## src/rtl/lam_pkg.sv

```systemverilog
// Package: shared state type for the line activity monitor.
// Assumes: nothing beyond a two-bit state encoding.
package lam_pkg;
    typedef enum logic [1:0] {
        WIN_IDLE  = 2'd0,
        WIN_WATCH = 2'd1,
        WIN_FRAME = 2'd2
    } win_state_e;
endpackage

```

## src/rtl/lam_tick_gen.sv

```systemverilog
// Module: lam_tick_gen
// Divides the system clock into a one-cycle pulse once per microsecond.
// Assumes: CLK_PER_US clock cycles make one microsecond; free running.
module lam_tick_gen #(
    parameter int CLK_PER_US = 125
) (
    input  logic clk,
    input  logic rst_n,
    output logic us_tick
);
    localparam int DW = (CLK_PER_US > 1) ? $clog2(CLK_PER_US) : 1;
    localparam logic [DW-1:0] LAST = DW'(CLK_PER_US - 1);

    logic [DW-1:0] div_q;

    // Wrap-around divider counting clock cycles within one microsecond.
    always_ff @(posedge clk) begin
        if (!rst_n)
            div_q <= '0;
        else if (div_q == LAST)
            div_q <= '0;
        else
            div_q <= div_q + 1'b1;
    end

    assign us_tick = (div_q == LAST);
endmodule

```

## src/rtl/lam_activity_timer.sv

```systemverilog
// Module: lam_activity_timer
// Holds the line-activity flag: each line edge reloads a countdown of
// ACT_US microsecond ticks, and the flag is high while it is non-zero.
// Assumes: line_edge and us_tick are single-cycle strobes; an edge wins
// over a tick in the same cycle.
module lam_activity_timer #(
    parameter int ACT_US = 2
) (
    input  logic clk,
    input  logic rst_n,
    input  logic us_tick,
    input  logic line_edge,
    output logic line_active
);
    localparam int AW = $clog2(ACT_US + 1);
    localparam logic [AW-1:0] LOAD = AW'(ACT_US);

    logic [AW-1:0] quiet_q;

    // Reload on a transition, count quiet microseconds down otherwise.
    always_ff @(posedge clk) begin
        if (!rst_n)
            quiet_q <= '0;
        else if (line_edge)
            quiet_q <= LOAD;
        else if (us_tick && (quiet_q != '0))
            quiet_q <= quiet_q - 1'b1;
    end

    assign line_active = (quiet_q != '0);
endmodule

```

## src/rtl/lam_window_ctrl.sv

```systemverilog
// Module: lam_window_ctrl
// Decides between a silent receiver reset and a posted error. It opens a
// FRAME_US microsecond window after end of message or sync loss and tracks
// frame mode after a start bit. It also owns the sticky error flag.
// Assumes: strobes are single-cycle; line_active comes from the activity
// timer; a new error wins over a software clear in the same cycle.
module lam_window_ctrl
    import lam_pkg::*;
#(
    parameter int FRAME_US = 11
) (
    input  logic clk,
    input  logic rst_n,
    input  logic us_tick,
    input  logic line_active,
    input  logic sync_lost,
    input  logic start_seen,
    input  logic msg_end,
    input  logic err_clr,
    output logic window_open,
    output logic rx_reset,
    output logic late_err
);
    localparam int FW = $clog2(FRAME_US + 1);
    localparam logic [FW-1:0] WIN_LOAD = FW'(FRAME_US);
    localparam logic [FW-1:0] WIN_ONE  = FW'(1);

    win_state_e    state_q, state_d;
    logic [FW-1:0] win_q, win_d;
    logic          rst_d, post_err, restart, start_loss;

    assign restart    = sync_lost | msg_end;
    assign start_loss = start_seen & sync_lost;

    // Next-state decision for window, frame mode and the two outcomes.
    always_comb begin
        state_d  = state_q;
        win_d    = win_q;
        rst_d    = 1'b0;
        post_err = 1'b0;
        unique case (state_q)
            WIN_IDLE: begin
                if (start_loss) begin
                    post_err = 1'b1;
                end else if (start_seen) begin
                    state_d = WIN_FRAME;
                end else if (restart) begin
                    state_d = WIN_WATCH;
                    win_d   = WIN_LOAD;
                end
            end
            WIN_WATCH: begin
                if (start_loss) begin
                    post_err = 1'b1;
                    state_d  = WIN_IDLE;
                end else if (start_seen) begin
                    state_d = WIN_FRAME;
                end else if (restart) begin
                    win_d = WIN_LOAD;
                end else if (!line_active) begin
                    rst_d   = 1'b1;
                    state_d = WIN_IDLE;
                end else if (us_tick) begin
                    if (win_q <= WIN_ONE) begin
                        post_err = 1'b1;
                        state_d  = WIN_IDLE;
                    end else begin
                        win_d = win_q - 1'b1;
                    end
                end
            end
            WIN_FRAME: begin
                if (sync_lost) begin
                    post_err = 1'b1;
                    state_d  = WIN_IDLE;
                end else if (msg_end) begin
                    state_d = WIN_WATCH;
                    win_d   = WIN_LOAD;
                end else if (!line_active) begin
                    state_d = WIN_IDLE;
                end
            end
            default: state_d = WIN_IDLE;
        endcase
    end

    // State, window count and the registered reset pulse.
    always_ff @(posedge clk) begin
        if (!rst_n) begin
            state_q  <= WIN_IDLE;
            win_q    <= '0;
            rx_reset <= 1'b0;
        end else begin
            state_q  <= state_d;
            win_q    <= win_d;
            rx_reset <= rst_d;
        end
    end

    // Sticky error: a new error outranks a clear.
    always_ff @(posedge clk) begin
        if (!rst_n)
            late_err <= 1'b0;
        else if (post_err)
            late_err <= 1'b1;
        else if (err_clr)
            late_err <= 1'b0;
    end

    assign window_open = (state_q == WIN_WATCH);
endmodule

```

## src/rtl/line_activity_monitor.sv

```systemverilog
// Module: line_activity_monitor (top)
// Receiver-side monitor that tells post-message noise from a real error.
// Assumes: all inputs are synchronous single-cycle strobes in the clk
// domain; CLK_PER_US clock cycles make one microsecond.
module line_activity_monitor #(
    parameter int CLK_PER_US = 125,
    parameter int ACT_US     = 2,
    parameter int FRAME_US   = 11
) (
    input  logic clk,
    input  logic rst_n,
    input  logic line_edge,
    input  logic sync_lost,
    input  logic start_seen,
    input  logic msg_end,
    input  logic err_clr,
    output logic line_active,
    output logic window_open,
    output logic rx_reset,
    output logic late_err
);
    logic us_tick;

    lam_tick_gen #(.CLK_PER_US(CLK_PER_US)) u_tick (
        .clk     (clk),
        .rst_n   (rst_n),
        .us_tick (us_tick)
    );

    lam_activity_timer #(.ACT_US(ACT_US)) u_act (
        .clk         (clk),
        .rst_n       (rst_n),
        .us_tick     (us_tick),
        .line_edge   (line_edge),
        .line_active (line_active)
    );

    lam_window_ctrl #(.FRAME_US(FRAME_US)) u_win (
        .clk         (clk),
        .rst_n       (rst_n),
        .us_tick     (us_tick),
        .line_active (line_active),
        .sync_lost   (sync_lost),
        .start_seen  (start_seen),
        .msg_end     (msg_end),
        .err_clr     (err_clr),
        .window_open (window_open),
        .rx_reset    (rx_reset),
        .late_err    (late_err)
    );
endmodule

```

## config.mk

```make
export PLATFORM = sky130hd
export DESIGN_NAME = line_activity_monitor
export DESIGN_NICKNAME = d
export VERILOG_FILES = /design/src/rtl/lam_pkg.sv /design/src/rtl/lam_tick_gen.sv /design/src/rtl/lam_activity_timer.sv /design/src/rtl/lam_window_ctrl.sv /design/src/rtl/line_activity_monitor.sv
export SDC_FILE = /design/constraint.sdc
export NUM_CORES = 1
export LEC_CHECK = 0
export BUFFER_PORTS_ARGS = -buffer_cell sky130_fd_sc_hd__buf_4
export CORE_MARGIN = 5
export CORE_UTILIZATION = 55
export CTS_CLUSTER_SIZE = 28
export DETAILED_ROUTE_END_ITERATION = 8
export GPL_TIMING_DRIVEN = 0
export PLACE_DENSITY = 0.79
export SYNTH_ARGS = -nofsm -noshare
export SYNTH_HDL_FRONTEND = slang
export SYNTH_SLANG_ARGS = --single-unit
```

## constraint.sdc

```tcl
create_clock -name clk -period 2.1 [get_ports clk]
set_input_delay 0.315 -clock clk [delete_from_list [all_inputs] [get_ports clk]]
set_output_delay 0.315 -clock clk [all_outputs]
set_load 0.005 [all_outputs]
```

# Yosys cells after proc, flatten, opt, wreduce, memory -nomap -nowiden

Cells that the tools add are included.

Register bits after elaboration: 17
Input port bits: 7
Output and inout port bits: 4
Logic and storage cells: 83

$add $sub $neg: 3
$lt $le $gt $ge: 1
Equal/unequal tests: 18
Muxes and demuxes: 39
Bitwise operators: 4
Reductions and logical operators: 11

Operators with widths:

| kind                                                            | count |
|---|---|
| two-way mux 4 bit                                               | 11 |
| two-way mux 2 bit                                               | 14 |
| inequality test 2 bit (second input constant)                   | 6 |
| case mux 4 bit (3 select lines)                                 | 1 |
| two-way mux 1 bit                                               | 11 |
| AND reduction 11 bit                                            | 1 |
| inequality test 5 bit (second input constant)                   | 2 |
| inequality test 4 bit (second input constant)                   | 2 |
| adder 7 x 1 -> 7 bit (second input constant)                    | 1 |
| == test 7 bit (second input constant)                           | 1 |
| inequality test 3 x 1 -> 1 bit (second input constant)          | 2 |
| inequality test 3 x 2 -> 1 bit (second input constant)          | 2 |
| case mux 2 bit (3 select lines)                                 | 1 |
| AND reduction 6 bit                                             | 1 |
| nonzero test 2 bit                                              | 3 |
| OR reduction 5 bit                                              | 1 |
| less-or-equal comparator 4 x 1 -> 1 bit (second input constant) | 1 |
| OR reduction 2 bit                                              | 2 |
| subtractor 4 x 1 -> 4 bit (second input constant)               | 1 |
| case mux 1 bit (3 select lines)                                 | 1 |
| nonzero test 3 bit                                              | 1 |
| == test 2 x 1 -> 1 bit (second input constant)                  | 1 |
| == test 2 bit (second input constant)                           | 1 |
| logical NOT 2 bit                                               | 1 |
| other kinds (6)                                                 | 7 |

# Depth between registers and ports, before layout

Gate-level depths: netlist of the first run.

Depth after elaboration: 9
Depth in mapped cells: 6
Gate-level depth less buffers: 6

# Modules after synthesis

A second synthesis of the first run with hierarchy kept.

Cells, all modules: 102
Area total of the unflattened synthesis: 923.4 µm²

Modules (own cells, without submodules):

| module             | instances | cells an instance | area each (µm²) | seq. area each (µm²) |
|---|---|---|---|---|
| lam_window_ctrl    | 1         | 56                | 489.2           | 160.2 |
| lam_tick_gen       | 1         | 35                | 317.8           | 140.1 |
| lam_activity_timer | 1         | 11                | 116.4           | 40.0 |

# Least setup slack after synthesis of the first run

No wires, ideal clock.

Kind: register to register
Start point: register u_win.state_q[0]
End point: register u_win.win_q[2]
Library setup time: 0.070 ns
Data arrival time: 1.526 ns
Data required time: 2.030 ns
Setup slack: 0.504 ns
Cell stages (with the launch flop): 5
Path buffers: 0
Period minus slack after synthesis: 1.596 ns
Cell sequence: dfxtp_1 -> or3b_1 -> a21o_1 -> or4_1 -> a21oi_1

Longest elaborated chain between the ends: 3
Elaborated cells on any way between the ends: 16
Those cells by class: eq/ne (12); mux (1); reduce/logical (3)

Ends and longest elaborated chain:

| what                                                                          | RTL line              | text |
|---|---|---|
| start, declared                                                               | lam_window_ctrl.sv:28 | `win_state_e state_q, state_d;` |
| start signal, assigned                                                        | lam_window_ctrl.sv:94 | `state_q <= state_d;` |
| == test 2 x 1 -> 1 bit, or another cell as far along                          | lam_window_ctrl.sv:41 | `unique case (state_q)` |
| inequality test 3 x 1 -> 1 bit (no source line), or another cell as far along | n/a                   |  |
| AND reduction 11 bit (no source line)                                         | n/a                   |  |
| end signal, assigned                                                          | lam_window_ctrl.sv:95 | `win_q <= win_d;` |
| end, declared                                                                 | lam_window_ctrl.sv:29 | `logic [FW-1:0] win_q, win_d;` |

Several ways; a longest one is shown, not always the timed one.
A chain may end at the register's enable or synchronous reset.

# Final worst setup path of the first run

Start point: register u_win.win_q[0]
End point: register u_win.win_q[2]

Longest elaborated chain between the ends: 8
Elaborated cells on any way between the ends: 11
Those cells by class: add/sub (1); order compare (1); eq/ne (1); mux (7); reduce/logical (1)

Ends and longest elaborated chain:

| what                            | RTL line              | text |
|---|---|---|
| subtractor 4 x 1 -> 4 bit       | lam_window_ctrl.sv:68 | `win_d = win_q - 1'b1;` |
| two-way mux 4 bit               | lam_window_ctrl.sv:64 | `if (win_q <= WIN_ONE) begin` |
| two-way mux 4 bit               | lam_window_ctrl.sv:63 | `end else if (us_tick) begin` |
| two-way mux 4 bit               | lam_window_ctrl.sv:60 | `end else if (!line_active) begin` |
| two-way mux 4 bit               | lam_window_ctrl.sv:58 | `end else if (restart) begin` |
| two-way mux 4 bit               | lam_window_ctrl.sv:56 | `end else if (start_seen) begin` |
| two-way mux 4 bit               | lam_window_ctrl.sv:53 | `if (start_loss) begin` |
| case mux 4 bit (3 select lines) | lam_window_ctrl.sv:41 |  |

Several ways; a longest one is shown, not always the timed one. The select of a mux whose other input is x is not followed.

==> results of run 1 <==
critical path, delay by kind of cell (launching register included):
kind / cells / cell delay, ns
flops: 1 / 0.42
compound gates: 2 / 0.31
buf+inv: 1 / 0.06
fa+ha+maj: 1 / 0.22
simple gates: 2 / 0.65
area by class of cell:
type / instances / share of cell area [%]
Tap cell: 16 / 1.95
Inverter: 10 / 3.65
Timing Repair Buffer: 10 / 7.30
Clock inverter: 1 / 0.487
Clock buffer: 3 / 2.19
Sequential cell: 17 / 33.1
Multi-Input combinational cell: 79 / 51.3
registers in the layout, indices dropped and copies added, names as in the netlist:
signal          flops
u_win.rx_reset      1
u_win.win_q         4
u_act.quiet_q       2
u_tick.div_q        7
u_win.late_err      1
u_win.state_q       2
cells in the mapped netlist (all sizes together) (2+ instances only):
cell / n / area share [%]
dfxtp: 17 / 38
nor2: 13 / 5.4
inv: 10 / 4.1
nand2: 6 / 2.5
ha: 5 / 6.9
nand3: 5 / 2.8
a21oi: 4 / 2.2
nor3: 4 / 2.8
xor2: 4 / 3.9
nand4: 3 / 2.1
nor2b: 3 / 2.1
a21o: 2 / 1.7
a31oi: 2 / 1.4
and3b: 2 / 1.9
o21a: 2 / 1.7
o21ai: 2 / 1.1
or2: 2 / 1.4
xnor2: 2 / 1.9
power breakdown:
part	internal, W	switching (W)	total (W)
registers	0.000338	0.0000174	0.000356
clock network	0.0000707	0.000105	0.000176
logic	0.0000499	0.0000522	0.000102
per-stage QoR:
stage                     instance area, um^2  std cells
final                                    1030        136
after global routing                     1030        136
after CTS                                1030        136
after detailed placement                 1000        132
after global placement                   1000        132
after floorplan                           906        106
cells by family after synthesis:
| group | synth area share (%) |
|---|---|
| and+or+nand+nor | 28.7 |
| adders and majority gates | 6.91 |
| xor gates and xnor gates | 5.80 |
| buffers and inverters | 4.14 |
| AOI/OAI and AO/OA | 15.7 |
| DFF | 37.6 |
| muxes | 1.11 |
layer usage:
metal / up-vias / part of all wire, %
li1: 403 / -
met1: 376 / 46
met2: 39 / 44
met3: 4 / 8.2
met4: 0 / 0.95
met5: - / 0
path summary, 6_finish.rpt:
kind / cells past startpoint / start / to
worst min register to register: 2 / u_win.late_err / u_win.late_err
worst min-delay path: 2 / line_edge / u_act.quiet_q[0]
worst max register to register: 6 / u_win.win_q[0] / u_win.win_q[2]
worst max-delay path: 6 / u_win.win_q[0] / u_win.win_q[2]
==> flow_summary.yaml, run 1 <==
placed_design:
  place_hpwl_um: 1380
  port_buffers: 10
  routabilityCongestion: 0.832
  dp_slack_ns: 0.358
clocking:
  clk_pin_slew_worst_paths_ns: 0.10
  htree_levels: 1
  cts_buffers: 3
  cts_sinks: 17
  cts_tree: "done"
  cts_root_buffer: "clkbuf_4"
  cts_setup_buffers: 0
  clock_latency_ns: 0.29
  max-clock-path-buffers: 2
  hold_buffers: 0
  cts_resized: 0
final_layout:
  final_common_cell: "dfxtp_1"
  drive_gt1_share_pct: 15.0
  seq_area_um2: 340
  final_cell_mix: "dfxtp_1 (17), nor2_1 (13), inv_1 (10), buf_4 (10), nand2_1 (6)"
  diodes: 0
  post-route-util_pct: 66.7
  multiInputGateArea_um2: 528
  fillCellCount: 131
  syn2layout_area_growth_pct: 13.5
  final_net_count: 133
route:
  avgRoutedWirePerCell_um: 13.2
  drc: 0
  routed_wl_um: 1800
  vias_per_cell: 6.04
  ant_nets: 0
  first_pass_iters: 4
  drt-initial-drc-count: 25
  vias: 822
global_routing:
  met1_usage_pct: 19.8
  grt.total_usage_pct: 15.4
  top_usage_layer: "met2"
  met3_usage_pct: 4.14
  grt_util_met2_pct: 25.4
  grt_pass1_wl_um: 3150
  gr-total-overflow: 0
  antenna_found_initial: 0
  grt_max_degree: 11
  first_global_vias: 741
critical_path:
  startpoint_type: "register"
  cp_cell_sequence: "inv_1, ha_1, nor2_1, o211ai_1, or4_1, a21oi_1"
  critPathKind: "register to register"
  worst_ep_arrival_time_ns: 1.95
  slowest_delay_ns: 0.42
  worst_setup_path_end_kind: "register"
  cp_slowest_cell: "dfxtp_1"
  r2r_setup_slack_ns: 0.38
  cp_max_fo: 5
  cp.required_ns: 2.33
yosys:
  seq_area_frac_synth_pct: 37.6
  ys_ff_latch: 17
  synth-warning-count: 0
  avgSynthCellArea_um2: 8.55
  synth_edf_count: 0
  syn_area_um2: 906
  ys_types: 38
  ys.flop_type: "dfxtp_1"
  synth_fp_nets: 118
  synthCells: 106
  async_reset_ff_share_pct: 0
worst_hold_path:
  min_path_type: "primary input to register"
power_and_ir_drop:
  p_leak_nw: 0.433
  p_total_w: 0.000633
  power_per_cell_area_nw_per_um2: 616
  vdd_drop_max_mv: 0.441
floorplanning:
  die_h_um: 50.6
  dieArea_um2: 2560
  fp.dieW_um: 50.6
  io_pins: 11
  num_rows: 14
  coreArea_um2: 1540
  initial_utilization_pct: 58.8
sta:
  maxSlewViolCount: 0
  finalCritPeriodShare_pct: 82.0
  fin_setup_tns_ns: 0
  timing.hold.ws_ns: 0.180
  worst_slew_pin_slew_ns: 0.487
  fin_skew_ns: 0.00435
  setup_slack_ns: 0.379
  hold_viol: 0
  timing.fmax_ghz: 0.581
  min_period_ns: 1.72
  finalSetupViolations: 0
  slew_headroom_pct: 67.3
  grt_setup_unrepaired: "no"
outcome:
  run_status: "complete, no violations"
run:
  maxCapViolations: 0
(Power assumes the default switching activity.)
==> run 2: changes to the inputs <==
--- a/config.mk
+++ b/config.mk
@@ -7,11 +7,11 @@
 export LEC_CHECK = 0
 export BUFFER_PORTS_ARGS = -buffer_cell sky130_fd_sc_hd__buf_4
 export CORE_MARGIN = 5
-export CORE_UTILIZATION = 55
+export CORE_UTILIZATION = 50
 export CTS_CLUSTER_SIZE = 28
 export DETAILED_ROUTE_END_ITERATION = 8
 export GPL_TIMING_DRIVEN = 0
-export PLACE_DENSITY = 0.79
+export PLACE_DENSITY = 0.76
 export SYNTH_ARGS = -nofsm -noshare
 export SYNTH_HDL_FRONTEND = slang
 export SYNTH_SLANG_ARGS = --single-unit
==> constraint.sdc (replaced) <==
create_clock -name clk -period 1.5 [get_ports clk]
set_input_delay 0.225 -clock clk [delete_from_list [all_inputs] [get_ports clk]]
set_output_delay 0.225 -clock clk [all_outputs]
set_load 0.005 [all_outputs]
==> run 2 against run 1 <==
  * The flow now finishes with violations (setup timing)
  * Critical path depth fell by 3
  * Worst setup slack got worse by 0.52 ns
  * Utilization grew 3.4 points
  * Largest cell class unchanged
  * Critical path type unchanged
  * Final area grew 18%
  * Largest power group unchanged
  * Clock skew fell by 0.0030 ns
==> flow_summary.yaml, run 2 (synthesized netlist as in run 1, its figures left out) <==
outcome:
  run_status: "complete, but fails checks"
  violations: "setup timing"
global_routing:
  antenna_found_initial: 0
  grt_pass1_wl_um: 3110
  grt.total_usage_pct: 14.9
  gr-total-overflow: 0
  first_global_vias: 738
  grt_max_degree: 11
critical_path:
  worst_setup_path_end_kind: "register"
  cp.depth: 3
  cp.required_ns: 1.72
  critPathKind: "register to register"
  r2r-end: "u_win.win_q[2]"
  crit_start: "u_win.state_q[1]"
  path_delay_family: "simple AND/OR/NAND/NOR gates"
  r2r_setup_slack_ns: -0.14
  critPathBufInv: 0
  critPathCapture: "u_win.win_q[2]"
  cp_slowest_cell: "or4b_4"
  cp_max_fo: 4
  reg2reg_depth: 3
  cp_cell_sequence: "or4b_4, or4_1, a21oi_1"
  slowest_delay_ns: 0.52
  worst_ep_arrival_time_ns: 1.86
  startpoint_type: "register"
  reg2reg_from: "u_win.state_q[1]"
final_layout:
  post-route-util_pct: 70.1
  drive_gt1_share_pct: 39.2
  reg_top3: "u_tick.div_q (7), u_win.win_q (4)"
  fillCellCount: 141
  diodes: 0
  largest_reg_flops: 7
  final_net_count: 143
  final_cells: 155
  syn2layout_area_growth_pct: 33.7
  top_register: "u_tick.div_q"
  final_cell_mix: "buf_4 (20), nor2_1 (11), inv_1 (8)"
  final_common_cell: "buf_4"
power_and_ir_drop:
  power_per_cell_area_nw_per_um2: 778
  vdd_drop_max_mv: 0.676
  switchingPower_w: 0.000269
  pwr-share-clk_pct: 26.6
  p_sw_share_pct: 28.6
  p_comb_share_pct: 21.5
  seqPwrFrac_pct: 51.9
  p_total_w: 0.000942
  p_leak_nw: 0.505
  p_int_w: 0.000673
placed_design:
  place_inst: 141
  port_buffers: 10
  routabilityCongestion: 0.841
  place_hpwl_um: 1290
sta:
  setup_slack_ns: -0.138
  finalSetupViolations: 3
  maxSlewViolCount: 0
  fin_skew_ns: 0.00139
  slew_headroom_pct: 68.1
  worst_slew_pin_slew_ns: 0.476
  finalCritPeriodShare_pct: 109
  grt_setup_unrepaired: "yes"
  min_period_ns: 1.64
  hold_viol: 0
  timing.fmax_ghz: 0.610
route:
  vias: 884
  routed_wl_um: 2110
  ant_nets: 0
  first_pass_iters: 4
  vias_per_cell: 5.70
  drc: 0
  avgRoutedWirePerCell_um: 13.6
  drt-initial-drc-count: 20
floorplanning:
  dieArea_um2: 2760
  num_rows: 15
  io_pins: 11
  die_h_um: 52.6
  coreArea_um2: 1730
  fp.dieW_um: 52.6
  initial_utilization_pct: 52.5
worst_hold_path:
  min_path_type: "primary input to register"
clocking:
  max-clock-path-buffers: 2
  clock_latency_ns: 0.29
  htree_levels: 1
  cts_sinks: 17
  cts_tree: "done"
  cts_buffers: 3
  clk_pin_slew_worst_paths_ns: 0.10
  cts_root_buffer: "clkbuf_4"
run:
  maxCapViolations: 0
[run 2: what timing repair did]
item,4_1_cts,5_1_grt
pin swaps,2,6
hold buffers,0,0
setup endpoints to repair,5,8
setup buffers,4,6
resized for setup,7,24
[run 2: area by class of cell]
type,count,area [um^2],share of cell area [%]
multi-input combinational,79,594,49.1
sequential,17,370,30.6
timing repair buffer,20,150,12.4
inverter,10,37.5,3.10
tap,25,31.3,2.58
clock buffer,3,22.5,1.86
clock inverter,1,5.00,0.413
[run 2: worst register-to-register path, delay by kind of cell, from the launching register on]
family / cells / cell delay, ns
simple gates: 2 / 1.04
compound gates: 1 / 0.17
flops: 1 / 0.35
[run 2: stage by stage]
step | cell area [um^2] | TNS, ns | hold WS (ns) | worst slack [ns]
detailed placement | 1010 | -0.586 | 0.400 | -0.143
CTS | 1090 | -0.225 | 0.0767 | -0.0893
global placement | 1010 | -0.478 | 0.399 | -0.128
floorplan | 908 | -0.0121 | 0.297 | -0.0121
finish | 1210 | -0.195 | 0.0776 | -0.138
global route | 1210 | -0.536 | 0.0744 | -0.166
[run 2: per-layer routing]
layer  track usage (%)  routed length, um  vias up
met5                 0                  0        -
met4              5.11                 27        0
met3              3.42                146        6
met2              23.8               1020       39
met1              19.5                915      411
li1                  -                  -      428
[run 2: power by group through the flow]
| stage | clock [W] | combinational (W) | sequential (W) |
|---|---|---|---|
| final | 0.000251 | 0.000202 | 0.000489 |
| after floorplan | 0 | 0.0000964 | 0.000502 |
| after global placement | 0 | 0.000138 | 0.000506 |
| after CTS | 0.000254 | 0.000158 | 0.000491 |
| after global routing | 0.000275 | 0.000224 | 0.000492 |
| after detailed placement | 0 | 0.000140 | 0.000507 |
[run 2: worst min-delay path by stage]
stage                   start          endpoint  slack, ns  cells after the start
floorplan           sync_lost  u_win.state_q[1]       0.30                      1
global placement    line_edge  u_act.quiet_q[0]       0.40                      2
detailed placement  line_edge  u_act.quiet_q[0]       0.40                      2
CTS                 line_edge  u_act.quiet_q[0]       0.08                      2
global route        line_edge  u_act.quiet_q[0]       0.07                      2
finish              line_edge  u_act.quiet_q[0]       0.08                      2
